==> src/rtl/ttcm_pkg.sv <==
// Package: shared bit positions of the compare match unit.
// Assumes three channels; the position helpers map a channel index to its
// request, status and enable bit.
package ttcm_pkg;
    localparam int NCH       = 3;
    localparam int TW        = 16;
    localparam int TCLR_BIT  = 6;

    // Request bit per channel.
    function automatic int irr_pos(int ch);
        case (ch)
            0:       return 11;
            1:       return 15;
            default: return 14;
        endcase
    endfunction

    // Status bit per channel.
    function automatic int sts_pos(int ch);
        return 3 - ch;
    endfunction

    // Flag-enable bit per channel.
    function automatic int en_pos(int ch);
        return 12 - ch;
    endfunction
endpackage

==> src/rtl/ttcm_chan.sv <==
// Module: one compare channel. Holds a writable compare value and reports
// a single-cycle hit when the watched counter first equals it.
// Assumes the counter is stable around the clock edge.
module ttcm_chan #(
    parameter int W = 16
) (
    input  logic         clk,
    input  logic         rst_n,
    input  logic         we,
    input  logic [W-1:0] wdata,
    input  logic [W-1:0] cnt,
    output logic [W-1:0] cmp_q,
    output logic         hit
);
    logic eq;
    logic eq_q;

    // Equality of counter and compare value, and its rising edge.
    always_comb begin
        eq  = (cnt == cmp_q);
        hit = eq & ~eq_q;
    end

    // Compare register and previous-equality state.
    always_ff @(posedge clk) begin
        if (!rst_n) begin
            cmp_q <= '0;
            eq_q  <= 1'b0;
        end else begin
            if (we) cmp_q <= wdata;
            eq_q <= eq;
        end
    end
endmodule

==> src/rtl/ttcm_flags.sv <==
// Module: sticky request flags, one per channel, set by an enabled hit and
// cleared by a write-1-to-clear strobe; set wins over clear.
module ttcm_flags #(
    parameter int N = 3
) (
    input  logic         clk,
    input  logic         rst_n,
    input  logic [N-1:0] hit,
    input  logic [N-1:0] en,
    input  logic [N-1:0] clr,
    output logic [N-1:0] req
);
    // Flag update per channel.
    always_ff @(posedge clk) begin
        if (!rst_n) req <= '0;
        else        req <= (hit & en) | (req & ~clr);
    end
endmodule

==> src/rtl/ttcm_refmark.sv <==
// Module: reference-mark capture. A start of frame of a reference message
// records the local time as pending; success commits it, failure drops it.
// In event-triggered mode the mark and the pending capture are cleared.
module ttcm_refmark #(
    parameter int W = 16
) (
    input  logic         clk,
    input  logic         rst_n,
    input  logic         tt_mode,
    input  logic         sof,
    input  logic         sof_ref,
    input  logic         frame_ok,
    input  logic         frame_fail,
    input  logic [W-1:0] ltime,
    output logic [W-1:0] mark
);
    logic [W-1:0] pend;
    logic         pend_v;

    // Pending capture, commit on success, clear outside time-trigger mode.
    always_ff @(posedge clk) begin
        if (!rst_n || !tt_mode) begin
            mark   <= '0;
            pend   <= '0;
            pend_v <= 1'b0;
        end else begin
            if (frame_ok && pend_v) mark <= pend;
            if (frame_ok || frame_fail) pend_v <= 1'b0;
            if (sof && sof_ref) begin
                pend   <= ltime;
                pend_v <= 1'b1;
            end
        end
    end
endmodule

==> src/rtl/ttcm_unit.sv <==
// Module: top of the compare match unit. Instantiates three channels
// (channel 0 on local time, the others on cycle time), the request flags,
// and the reference-mark capture; drives the side-action pulses.
// Assumes both counters and all strobes are synchronous to clk.
module ttcm_unit
    import ttcm_pkg::*;
(
    input  logic          clk,
    input  logic          rst_n,
    input  logic [TW-1:0] local_time,
    input  logic [TW-1:0] cycle_time,
    input  logic          tt_mode,
    input  logic [15:0]   ctrl,
    input  logic [15:0]   irq_mask,
    input  logic [15:0]   irr_clr,
    input  logic [NCH-1:0] cmp_we,
    input  logic [TW-1:0] cmp_wdata,
    input  logic [1:0]    cmp_rsel,
    output logic [TW-1:0] cmp_rdata,
    input  logic          sof,
    input  logic          sof_ref,
    input  logic          frame_ok,
    input  logic          frame_fail,
    output logic [15:0]   irr,
    output logic [3:0]    status,
    output logic          irq,
    output logic          timer_clr,
    output logic          queue_flush,
    output logic [TW-1:0] ref_mark
);
    logic [TW-1:0]  cmp_v [NCH];
    logic [NCH-1:0] hit;
    logic [NCH-1:0] en;
    logic [NCH-1:0] clr;
    logic [NCH-1:0] req;

    genvar g;
    generate
        for (g = 0; g < NCH; g++) begin : g_ch
            ttcm_chan #(.W(TW)) u_chan (
                .clk   (clk),
                .rst_n (rst_n),
                .we    (cmp_we[g]),
                .wdata (cmp_wdata),
                .cnt   ((g == 0) ? local_time : cycle_time),
                .cmp_q (cmp_v[g]),
                .hit   (hit[g])
            );
            assign en[g]  = ctrl[en_pos(g)];
            assign clr[g] = irr_clr[irr_pos(g)];
        end
    endgenerate

    ttcm_flags #(.N(NCH)) u_flags (
        .clk   (clk),
        .rst_n (rst_n),
        .hit   (hit),
        .en    (en),
        .clr   (clr),
        .req   (req)
    );

    ttcm_refmark #(.W(TW)) u_ref (
        .clk        (clk),
        .rst_n      (rst_n),
        .tt_mode    (tt_mode),
        .sof        (sof),
        .sof_ref    (sof_ref),
        .frame_ok   (frame_ok),
        .frame_fail (frame_fail),
        .ltime      (local_time),
        .mark       (ref_mark)
    );

    // Map channel flags to request/status words and combine the interrupt.
    always_comb begin
        irr    = '0;
        status = '0;
        irq    = 1'b0;
        for (int c = 0; c < NCH; c++) begin
            irr[irr_pos(c)]    = req[c];
            status[sts_pos(c)] = req[c];
            irq = irq | (req[c] & ~irq_mask[irr_pos(c)]);
        end
    end

    // Compare readback selection.
    always_comb begin
        case (cmp_rsel)
            2'd0:    cmp_rdata = cmp_v[0];
            2'd1:    cmp_rdata = cmp_v[1];
            2'd2:    cmp_rdata = cmp_v[2];
            default: cmp_rdata = '0;
        endcase
    end

    // Side-action pulses: timer reset on channel 0, queue flush on channel 2.
    always_ff @(posedge clk) begin
        if (!rst_n) begin
            timer_clr   <= 1'b0;
            queue_flush <= 1'b0;
        end else begin
            timer_clr   <= hit[0] & ctrl[TCLR_BIT];
            queue_flush <= hit[NCH-1];
        end
    end
endmodule

==> config.mk <==
export PLATFORM = sky130hd
export DESIGN_NAME = ttcm_unit
export DESIGN_NICKNAME = d
export VERILOG_FILES = /design/src/rtl/ttcm_pkg.sv /design/src/rtl/ttcm_chan.sv /design/src/rtl/ttcm_flags.sv /design/src/rtl/ttcm_refmark.sv /design/src/rtl/ttcm_unit.sv
export SDC_FILE = /design/constraint.sdc
export NUM_CORES = 1
export LEC_CHECK = 0
export BUFFER_PORTS_ARGS = -buffer_cell sky130_fd_sc_hd__buf_4
export CORE_ASPECT_RATIO = 0.9
export CORE_UTILIZATION = 50
export DETAILED_ROUTE_END_ITERATION = 8
export GPL_TIMING_DRIVEN = 0
export PLACE_DENSITY_LB_ADDON = 0.12
export SYNTH_ARGS = -nofsm -noshare
export SYNTH_HDL_FRONTEND = slang
export SYNTH_SLANG_ARGS = --single-unit
==> constraint.sdc <==
create_clock -name clk -period 3.35 [get_ports clk]
set_input_delay 0.1675 -clock clk [delete_from_list [all_inputs] [get_ports clk]]
set_output_delay 0.1675 -clock clk [all_outputs]
set_load 0.01 [all_outputs]
==> impl_metrics.json <==
{
  "status": "completed",
  "wirelength_um": 11600,
  "nFillCells": 702,
  "crit_cells": 7,
  "ys_seq_elements": 89,
  "cap_violations": 0,
  "ctsHtreeMaxLevel": 3,
  "cts_sinks": 89,
  "final_cells": 717,
  "nets": 721,
  "routedWlPerCell_um": 16.1,
  "synthArstFlopShare": 0,
  "ant_nets": 0,
  "hp-class": "input port to flop",
  "cp_common_cell": "buf_2",
  "synth_edf_count": 0,
  "fp.dieW_um": 99.4,
  "most-common-layout-cells": "buf_4 (122), dfxtp_1 (89), nand2_1 (86)",
  "fin_util": 0.667,
  "num_vias": 3785,
  "min_period_over_period": 0.507,
  "die_area_um2": 8910,
  "yosysTopAreaCellShare": 0.417,
  "setup_viol": 0,
  "cp_num_buf_inv": 4,
  "setup_tns_ps": 0,
  "mostFrequentLayoutCell": "buf_4",
  "gp_routability_congestion": 0.909,
  "ys.flop_type": "dfxtp_1",
  "synth_cells": 484,
  "seq_area_frac_synth": 0.417,
  "clkTransAtPathRegs_ps": 90,
  "port_buffers": 105,
  "synth_area_leaders": "dfxtp_1 (42%), mux2i_1 (15%), nor2b_1 (7.8%), nand2_1 (7.6%), xnor2_1 (4.1%)",
  "layout-area-overhead-vs-synth_pct": 27.4,
  "cts_resized": 0,
  "switching_power_uw": 643,
  "multiInputGateArea_um2": 2230,
  "syn_area_um2": 4270,
  "worstPathCellList": "buf_2 -> nor2b_1 -> clkbuf_1 -> buf_2 -> nand2_1 -> o21ai_0 -> buf_4",
  "max_freq_mhz": 589,
  "ios": 163,
  "cts-root-buf": "clkbuf_8",
  "pwr-share-seq": 0.500,
  "arrival_ps": 1530,
  "intPower_uw": 1630,
  "rr_worst_depth": 5,
  "dp.final_hpwl_um": 8720,
  "p_sw_frac": 0.282,
  "cp_slowest_cell": "buf_2",
  "pwr-share-comb": 0.155,
  "hold_viol_final": 0,
  "rsz0062_at_grt": "no",
  "min_period_ps": 1700,
  "insertion_delay_ps": 360,
  "avgSynthCellArea_um2": 8.82,
  "grt_pass1_wl_um": 17400,
  "grt_max_degree": 18,
  "row_count": 31,
  "power_density_nw_per_um2": 419,
  "end_kind": "output port",
  "die_h_um": 89.6,
  "final_area_um2": 5440,
  "path_delay_family": "buffers and inverters",
  "drt-pass1-iter-count": 5,
  "grt_pass1_vias": 3351,
  "yosys.area.top_type": "dfxtp_1",
  "clockBufferDepth": 2,
  "dp_cells": 701,
  "holdBufCountCts": 0,
  "viasPerCell": 5.28,
  "overflow": 0,
  "hold_path_depth": 3,
  "slew_viol_final": 0,
  "n_antenna_cell": 0,
  "fp.coreArea_um2": 8150,
  "ff_latch_area_um2": 1780,
  "cp.required_ps": 3180,
  "p_leak_uw": 0.00236,
  "first_iter_violations": 277,
  "tightest_slew_ps": 555,
  "initial_core_util": 0.524,
  "drive_gt1_frac": 0.249,
  "grt_usage": 0.260,
  "cts_tree": "yes",
  "numCtsBuffers": 9,
  "yosysWarnings": 0,
  "fin_skew_ps": 8.04,
  "start_kind": "input port",
  "ys_types": 36,
  "worst_slack_ps": 1650,
  "cpPeakStageDelay_ps": 340,
  "cp_max_fo": 10,
  "drc_errors": 0,
  "clkPwrFrac": 0.345,
  "pre_cts_ws_ps": 1730,
  "dpl-instance-area_um2": 5230,
  "antenna_found_initial": 0,
  "cts_setup_buffers": 0,
  "vdd_ir_drop_max_uv": 259,
  "path_class": "input port to output port",
  "slew_headroom": 0.630
}
==> cells in the mapped netlist, types with 7 or more instances <==
master    number
dfxtp_1       89
nand2_1       86
mux2i_1       64
nor2b_1       53
a21oi_1       33
xnor2_1       20
inv_1         18
o21ai_0       18
buf_4         17
clkbuf_1      14
xor2_1        12
buf_2         11
nor2_1         7
==> final cells by class <==
cell class                 instances  area share
multi-input combinational        347       0.410
sequential                        89       0.328
timing repair buffer             105       0.145
buffer                            43      0.0440
clock buffer                       9      0.0228
tap                               99      0.0228
clock inverter                     7      0.0154
inverter                          18      0.0124
==> logic make-up after synthesis <==
kind of cell    Yosys count  share of synthesized area
compound gates           68                     0.0967
simple gates            169                      0.197
other cells               1                   0.000879
buf+inv                  61                     0.0718
flops                    89                      0.417
xor+xnor                 32                     0.0657
mux                      64                      0.150
==> worst reg2reg max path, delay by kind of cell (launching register included) <==
kind | cells | cell delay (ps)
AND/OR/NAND/NOR | 4 | 840
flip-flops | 1 | 360
XOR/XNOR | 1 | 240
==> worst paths after layout <==
path                                               from       endpoint  slack (ps)
worst min register to register      g_ch[0].u_chan.eq_q      timer_clr         420
worst max-delay path                        cmp_rsel[0]  cmp_rdata[13]        1650
worst min-delay path                            ctrl[6]      timer_clr          50
worst max register to register  g_ch[0].u_chan.cmp_q[5]      timer_clr        1820
==> flip-flops by register name, summed over array words and instances (netlist names) <==
register,count
u_ref.pend,16
u_ref.pend_v,1
g_ch.u_chan.eq_q,3
timer_clr,1
g_ch.u_chan.cmp_q,48
queue_flush,1
u_flags.req,3
u_ref.mark,16
==> stage by stage <==
step                power (uW)  hold WS, ps
floorplan                 1350          286
global placement          1500          397
detailed placement        1510          408
CTS                       2280         39.9
global route              2360         51.4
finish                    2280         47.3
==> power groups by stage <==
stage | clock network, uW | logic, uW | registers, uW
2_1_floorplan | 0 | 205 | 1150
3_3_place_gp | 0 | 341 | 1160
3_5_place_dp | 0 | 346 | 1160
4_1_cts | 794 | 349 | 1140
5_1_grt | 840 | 381 | 1140
6_report | 786 | 352 | 1140
==> routing by layer <==
layer / vias up / track usage / routed length, um
li1: 1837 / - / -
met1: 1756 / 0.360 / 5450
met2: 173 / 0.413 / 5080
met3: 19 / 0.0495 / 858
met4: 0 / 0.0856 / 165
met5: - / 0 / 0
(Power assumes the default switching activity.)
